`config.mk`:
```
export PLATFORM = sky130hd
export DESIGN_NAME = tx_pkt_fifo
export DESIGN_NICKNAME = d
export VERILOG_FILES = /design/src/rtl/tpf_pkg.sv /design/src/rtl/tpf_regs.sv /design/src/rtl/tpf_store.sv /design/src/rtl/tpf_level.sv /design/src/rtl/tpf_rdctl.sv /design/src/rtl/tx_pkt_fifo.sv
export SDC_FILE = /design/constraint.sdc
export NUM_CORES = 1
export LEC_CHECK = 0
export BUFFER_PORTS_ARGS = -buffer_cell sky130_fd_sc_hd__buf_2
export CORE_MARGIN = 2
export CORE_UTILIZATION = 50
export CTS_BUF_LIST = sky130_fd_sc_hd__clkbuf_8
export DETAILED_ROUTE_END_ITERATION = 8
export GPL_TIMING_DRIVEN = 0
export PLACE_DENSITY = 0.68
export SYNTH_ARGS = -nofsm -noshare
export SYNTH_HDL_FRONTEND = slang
export SYNTH_HIERARCHICAL = 1
export SYNTH_SLANG_ARGS = --single-unit
```
`constraint.sdc`:
```
create_clock -name clk -period 4.8 [get_ports clk]
set_clock_uncertainty 0.05 [all_clocks]
set_input_delay 1.44 -clock clk [delete_from_list [all_inputs] [get_ports clk]]
set_output_delay 1.44 -clock clk [all_outputs]
set_load 0.02 [all_outputs]
```
`src/rtl/tpf_pkg.sv`:
```
package tpf_pkg;
  typedef enum logic [1:0] {RS_IDLE, RS_SEND, RS_DRAIN} rstate_t;

  typedef struct packed {
    logic sop;
    logic eop;
  } mark_t;

  localparam logic [1:0] SEL_START  = 2'd0;
  localparam logic [1:0] SEL_WARN   = 2'd1;
  localparam logic [1:0] SEL_AFULL  = 2'd2;
  localparam logic [1:0] SEL_AEMPTY = 2'd3;
endpackage

```
`src/rtl/tpf_regs.sv`:
```
module tpf_regs #(
  parameter int TW = 7,
  parameter int RST_START  = 16,
  parameter int RST_WARN   = 48,
  parameter int RST_AFULL  = 3,
  parameter int RST_AEMPTY = 8
) (
  input  logic          clk,
  input  logic          rst,
  input  logic          cfg_we,
  input  logic [1:0]    cfg_sel,
  input  logic [TW-1:0] cfg_wdata,
  output logic [TW-1:0] thr_start,
  output logic [TW-1:0] thr_warn,
  output logic [TW-1:0] thr_afull,
  output logic [TW-1:0] thr_aempty
);
  localparam int NREG = 4;
  localparam logic [TW-1:0] RV [NREG] = '{TW'(RST_START), TW'(RST_WARN),
                                          TW'(RST_AFULL), TW'(RST_AEMPTY)};
  logic [TW-1:0] regs [NREG];

  for (genvar i = 0; i < NREG; i++) begin : g_reg
    always_ff @(posedge clk) begin
      if (rst)
        regs[i] <= RV[i];
      else if (cfg_we && cfg_sel == 2'(i))
        regs[i] <= cfg_wdata;
    end
  end

  assign thr_start  = regs[0];
  assign thr_warn   = regs[1];
  assign thr_afull  = regs[2];
  assign thr_aempty = regs[3];
endmodule

```
`src/rtl/tpf_store.sv`:
```
module tpf_store
  import tpf_pkg::*;
#(
  parameter int AW = 6
) (
  input  logic          clk,
  input  logic          we,
  input  logic [AW-1:0] waddr,
  input  logic [7:0]    wdata,
  input  mark_t         wmark,
  input  logic          re,
  input  logic [AW-1:0] raddr,
  output logic [7:0]    rdata,
  output mark_t         rmark
);
  localparam int DEPTH = 1 << AW;

  // Byte payload: synchronous read so that block RAM can be used.
  logic [7:0] mem [DEPTH];
  // Packet markers: narrow array read asynchronously by the read control.
  mark_t      marks [DEPTH];

  always_ff @(posedge clk) begin
    if (we) mem[waddr] <= wdata;
    if (re) rdata <= mem[raddr];
  end

  always_ff @(posedge clk) begin
    if (we) marks[waddr] <= wmark;
  end

  assign rmark = marks[raddr];
endmodule

```
`src/rtl/tpf_level.sv`:
```
module tpf_level #(
  parameter int AW = 6
) (
  input  logic          clk,
  input  logic          rst,
  input  logic          push,
  input  logic          pop,
  input  logic          push_eop,
  input  logic          pop_eop,
  input  logic [AW:0]   thr_start,
  input  logic [AW:0]   thr_warn,
  input  logic [AW:0]   thr_afull,
  input  logic [AW:0]   thr_aempty,
  output logic [AW-1:0] waddr,
  output logic [AW-1:0] raddr,
  output logic [AW:0]   lvl,
  output logic          nonempty,
  output logic          warn_q,
  output logic          afull_q,
  output logic          aempty_q,
  output logic          start_q
);
  localparam int DEPTH = 1 << AW;
  localparam logic [AW:0] FULLV = (AW+1)'(DEPTH);

  logic [AW:0] wptr, rptr, eop_cnt;
  logic [AW:0] wptr_n, rptr_n, eop_n, lvl_n, free_n;

  always_comb begin
    wptr_n = wptr + (AW+1)'(push);
    rptr_n = rptr + (AW+1)'(pop);
    lvl_n  = wptr_n - rptr_n;
    free_n = FULLV - lvl_n;
    eop_n  = eop_cnt;
    if (push_eop && !pop_eop)
      eop_n = eop_cnt + (AW+1)'(1);
    else if (!push_eop && pop_eop)
      eop_n = eop_cnt - (AW+1)'(1);
  end

  // Flags are registered from next-state values so they agree with the pointers.
  always_ff @(posedge clk) begin
    if (rst) begin
      wptr     <= '0;
      rptr     <= '0;
      eop_cnt  <= '0;
      warn_q   <= 1'b0;
      afull_q  <= 1'b0;
      aempty_q <= 1'b0;
      start_q  <= 1'b0;
    end else begin
      wptr     <= wptr_n;
      rptr     <= rptr_n;
      eop_cnt  <= eop_n;
      warn_q   <= free_n <= thr_warn;
      afull_q  <= free_n <= thr_afull;
      aempty_q <= (lvl_n <= thr_aempty) && (eop_n == '0);
      start_q  <= (eop_n != '0) || ((thr_start != '0) && (lvl_n >= thr_start));
    end
  end

  assign waddr    = wptr[AW-1:0];
  assign raddr    = rptr[AW-1:0];
  assign lvl      = wptr - rptr;
  assign nonempty = wptr != rptr;
endmodule

```
`src/rtl/tpf_rdctl.sv`:
```
module tpf_rdctl
  import tpf_pkg::*;
(
  input  logic  clk,
  input  logic  rst,
  input  logic  rd_req,
  input  logic  nonempty,
  input  logic  aempty_q,
  input  logic  start_q,
  input  mark_t tail,
  output logic  pop,
  output logic  pop_eop,
  output logic  rd_valid,
  output logic  rd_sop,
  output logic  rd_eop,
  output logic  rd_err
);
  rstate_t st;
  logic    send_pop;

  always_comb begin
    send_pop = (st == RS_SEND) && rd_req && !aempty_q && nonempty;
    pop      = send_pop || ((st == RS_DRAIN) && nonempty);
    pop_eop  = pop && tail.eop;
  end

  always_ff @(posedge clk) begin
    if (rst) begin
      st       <= RS_IDLE;
      rd_valid <= 1'b0;
      rd_sop   <= 1'b0;
      rd_eop   <= 1'b0;
      rd_err   <= 1'b0;
    end else begin
      rd_valid <= send_pop;
      rd_sop   <= send_pop && tail.sop;
      rd_eop   <= send_pop && tail.eop;
      rd_err   <= (st == RS_SEND) && aempty_q;
      unique case (st)
        RS_IDLE:  if (start_q) st <= RS_SEND;
        RS_SEND:  if (aempty_q) st <= RS_DRAIN;
                  else if (pop_eop) st <= RS_IDLE;
        RS_DRAIN: if (pop_eop) st <= RS_IDLE;
        default:  st <= RS_IDLE;
      endcase
    end
  end
endmodule

```
`src/rtl/tx_pkt_fifo.sv`:
```
module tx_pkt_fifo
  import tpf_pkg::*;
#(
  parameter int AW = 6,
  parameter int RST_START  = 16,
  parameter int RST_WARN   = (1 << AW) - 16,
  parameter int RST_AFULL  = 3,
  parameter int RST_AEMPTY = 8
) (
  input  logic        clk,
  input  logic        rst,
  input  logic        cfg_we,
  input  logic [1:0]  cfg_sel,
  input  logic [AW:0] cfg_wdata,
  input  logic        wr_valid,
  input  logic [7:0]  wr_data,
  input  logic        wr_sop,
  input  logic        wr_eop,
  output logic        wr_ready,
  output logic        wr_warn,
  output logic        wr_afull,
  input  logic        rd_req,
  output logic        rd_valid,
  output logic [7:0]  rd_data,
  output logic        rd_sop,
  output logic        rd_eop,
  output logic        rd_err
);
  localparam int TW = AW + 1;

  logic [TW-1:0] thr_start, thr_warn, thr_afull, thr_aempty;
  logic [AW-1:0] waddr, raddr;
  logic [AW:0]   lvl;
  logic          nonempty, aempty_q, start_q, afull_q;
  logic          push, pop, pop_eop;
  mark_t         wmark, tail;

  assign wr_ready = !afull_q;
  assign wr_afull = afull_q;
  assign push     = wr_valid && !afull_q;
  assign wmark    = '{sop: wr_sop, eop: wr_eop};

  tpf_regs #(
    .TW(TW), .RST_START(RST_START), .RST_WARN(RST_WARN),
    .RST_AFULL(RST_AFULL), .RST_AEMPTY(RST_AEMPTY)
  ) u_regs (
    .clk(clk), .rst(rst), .cfg_we(cfg_we), .cfg_sel(cfg_sel), .cfg_wdata(cfg_wdata),
    .thr_start(thr_start), .thr_warn(thr_warn), .thr_afull(thr_afull),
    .thr_aempty(thr_aempty)
  );

  tpf_level #(.AW(AW)) u_level (
    .clk(clk), .rst(rst), .push(push), .pop(pop),
    .push_eop(push && wr_eop), .pop_eop(pop_eop),
    .thr_start(thr_start), .thr_warn(thr_warn), .thr_afull(thr_afull),
    .thr_aempty(thr_aempty), .waddr(waddr), .raddr(raddr), .lvl(lvl),
    .nonempty(nonempty), .warn_q(wr_warn), .afull_q(afull_q),
    .aempty_q(aempty_q), .start_q(start_q)
  );

  tpf_store #(.AW(AW)) u_store (
    .clk(clk), .we(push), .waddr(waddr), .wdata(wr_data), .wmark(wmark),
    .re(pop), .raddr(raddr), .rdata(rd_data), .rmark(tail)
  );

  tpf_rdctl u_rdctl (
    .clk(clk), .rst(rst), .rd_req(rd_req), .nonempty(nonempty),
    .aempty_q(aempty_q), .start_q(start_q), .tail(tail),
    .pop(pop), .pop_eop(pop_eop), .rd_valid(rd_valid), .rd_sop(rd_sop),
    .rd_eop(rd_eop), .rd_err(rd_err)
  );
endmodule

```
==> results.toml <==
[route]
wl_mm = 68.1
drc = 0
drtAntennaViolNets = 0
wl_per_cell_um = 26.9
first_iter_violations = 1878
drtPass1Iterations = 6
vias = 15263
vias_per_cell = 6.03

[pwr]
p_leak_nw = 10.4
peakVddDrop_uv = 252
p_comb_share_pct = 12.5
powerDensity_mw_per_mm2 = 413
p_int_mw = 10.1
switching_share_pct = 24.6
sequentialPowerShare_pct = 51.6
power_frac_clock_pct = 36.0
switching_power_mw = 3.29

[clock_network]
root_buffer = "clkbuf_8"
cts_tree = "built"
insertion_delay_ps = 720
cts_hold_buf = 0
clk_pin_slew_ps = 60
ctsHtreeMaxLevel = 3
clock_sinks = 707
clockBufferDepth = 3
cts_buffers = 112

[global_route]
track_usage_pct = 23.1
grt_pass1_wl_mm = 99.8
grt_pass1_vias = 15374
grt_antenna_before_repair = 1
use_met2_pct = 36.2
grt_max_degree = 66
grt-busiest-layer = "met2"
met3_usage_pct = 4.42
grt_overflow = 0
use_met1_pct = 32.1

[timing]
fin_tns_setup_ps = 0
setup_viol = 0
finalMaxSlewViolations = 0
slew_headroom_pct = 11.4
rsz0062_at_grt = "true"
timing.hold.ws_ps = 446
max_slew.worst_pin.slew_ps = 1300
max_freq_mhz = 216
post-route-period-util_pct = 96.6
finalHoldViolCount = 0
finalCriticalPeriod_ps = 4640

[final_layout]
nets = 1740
multi_input_area_mm2 = 0.00743
fin_area_mm2 = 0.0324
drive_above_1_share_pct = 24.3
regArea_mm2 = 0.0209
area_growth_syn_to_layout_pct = 11.9
fillCellCount = 4320

[setup_path]
path_class = "flop to flop"
crit_fanout = 5
crit_start = "u_level/rptr[4]"
r2r_start = "u_level/rptr[4]"
end_kind = "flop"
critPathLaunchType = "flop"
crit_required_ps = 5360
worst_ep_arrival_time_ps = 5190

[yosys]
syn_area_per_cell_um2 = 19.1
synthesis.nets = 1588
yosys_warnings = 6
netlist_area_mm2 = 0.0289
syn_inst = 1517

[die]
rows = 88
initial_core_util_pct = 50.4
die_area_mm2 = 0.0598
io_pins = 39
dieWidth_um = 245
die_h_um = 245
core_area_mm2 = 0.0575

[placed_design]
globalplace.congestion = 0.871
post_dp_cell_area_mm2 = 0.0301
io_buffers = 37
post-dp-hpwl_mm = 42.9

[status]
status = "completed"

[worst_hold_path]
worstHoldStart = "u_rdctl/st[1]"
worstHoldPathType = "flop to flop"

[flow_run]
drv_cap = 0
==> state kept, by name, summed over array words and instances, names as in the netlist <==
register,flops
u_rdctl/st,2
u_rdctl/rd_eop,1
u_level/afull_q,1
u_level/eop_cnt,7
u_level/aempty_q,1
u_level/warn_q,1
u_store/marks,128
u_level/rptr,7
u_level/start_q,1
u_level/wptr,7
u_store/rdata,8
u_rdctl/rd_err,1
u_rdctl/rd_valid,1
u_regs/regs,28
u_rdctl/rd_sop,1
u_store/mem,512
==> critical path: stages, from the launching register on <==
cell and delay (ps):
dfxtp_2 380, inv_1 90, ha_1 280, nand2_1 60, or3_4 400, nor2b_4 160
buf_4 130, ha_1 310, ha_1 200, fa_2 250, nand2_1 60, o2111a_1 220
a311o_2 390, a21o_1 180, a21oi_2 190, xnor2_2 150, ha_1 320, o21a_1 130
nor2_1 40, a41oi_1 200, o41ai_2 150, a31oi_1 210
==> power by group through the flow <==
stage | Sequential (mW) | Clock, mW | Combinational [mW]
2_1_floorplan | 7.03 | 0 | 1.09
4_1_cts | 6.90 | 4.92 | 1.63
6_report | 6.90 | 4.82 | 1.67
3_3_place_gp | 7.03 | 0 | 1.56
3_5_place_dp | 7.03 | 0 | 1.61
5_1_grt | 6.91 | 5.19 | 1.81
==> layer usage <==
layer | part of all wire, % | vias up
met5 | 0 | -
met4 | 3.5 | 0
met3 | 8.6 | 140
met2 | 47 | 735
met1 | 41 | 7947
li1 | - | 6441
==> worst paths after layout <==
check / slack (ps) / endpoint / cells after the start
setup / recovery: 160 / u_level/start_q / 21
hold / removal: 450 / u_rdctl/st[0] / 1
setup reg to reg: 160 / u_level/start_q / 21
hold reg to reg: 450 / u_rdctl/st[0] / 1
==> cell usage in the layout, fill, tap and decap left out, types with 27 or more instances in the layout <==
cell type / count
buf_4: 28
mux2i_1: 64
nor2_1: 117
mux4_2: 143
ha_1: 46
inv_1: 78
dfxtp_1: 27
clkinv_1: 31
clkbuf_8: 122
nand2_1: 27
edfxtp_1: 676
buf_2: 54
==> metrics by stage <==
step                total power [mW]  setup WS [ps]  util [%]  std cells
finish                          13.4            165      56.4       2532
global route                    13.9         -0.947      56.4       2529
CTS                             13.5           32.4      56.2       2529
detailed placement              8.64          -1070      52.4       2319
global placement                8.59           -948      52.4       2319
floorplan                       8.13           53.2         -       1517
==> timing repair <==
| item | CTS | global route |
|---|---|---|
| setup buffers | 2 | 0 |
| pin swaps | 1 | 2 |
| endpoints found under the setup margin | 10 | 4 |
| cloned | 0 | 0 |
| resized for setup | 17 | 17 |
==> final cells by class <==
type / count / area share, %
diodes: 3 / 0.0232
plain buffers: 82 / 1.71
clock buffers: 122 / 5.18
clock inverters: 87 / 1.42
inverters: 47 / 0.545
multi-input cells: 680 / 22.9
flip-flops and latches: 707 / 64.6
well taps: 765 / 2.95
repair buffers: 39 / 0.626
Power figures use the tool's default switching activity.
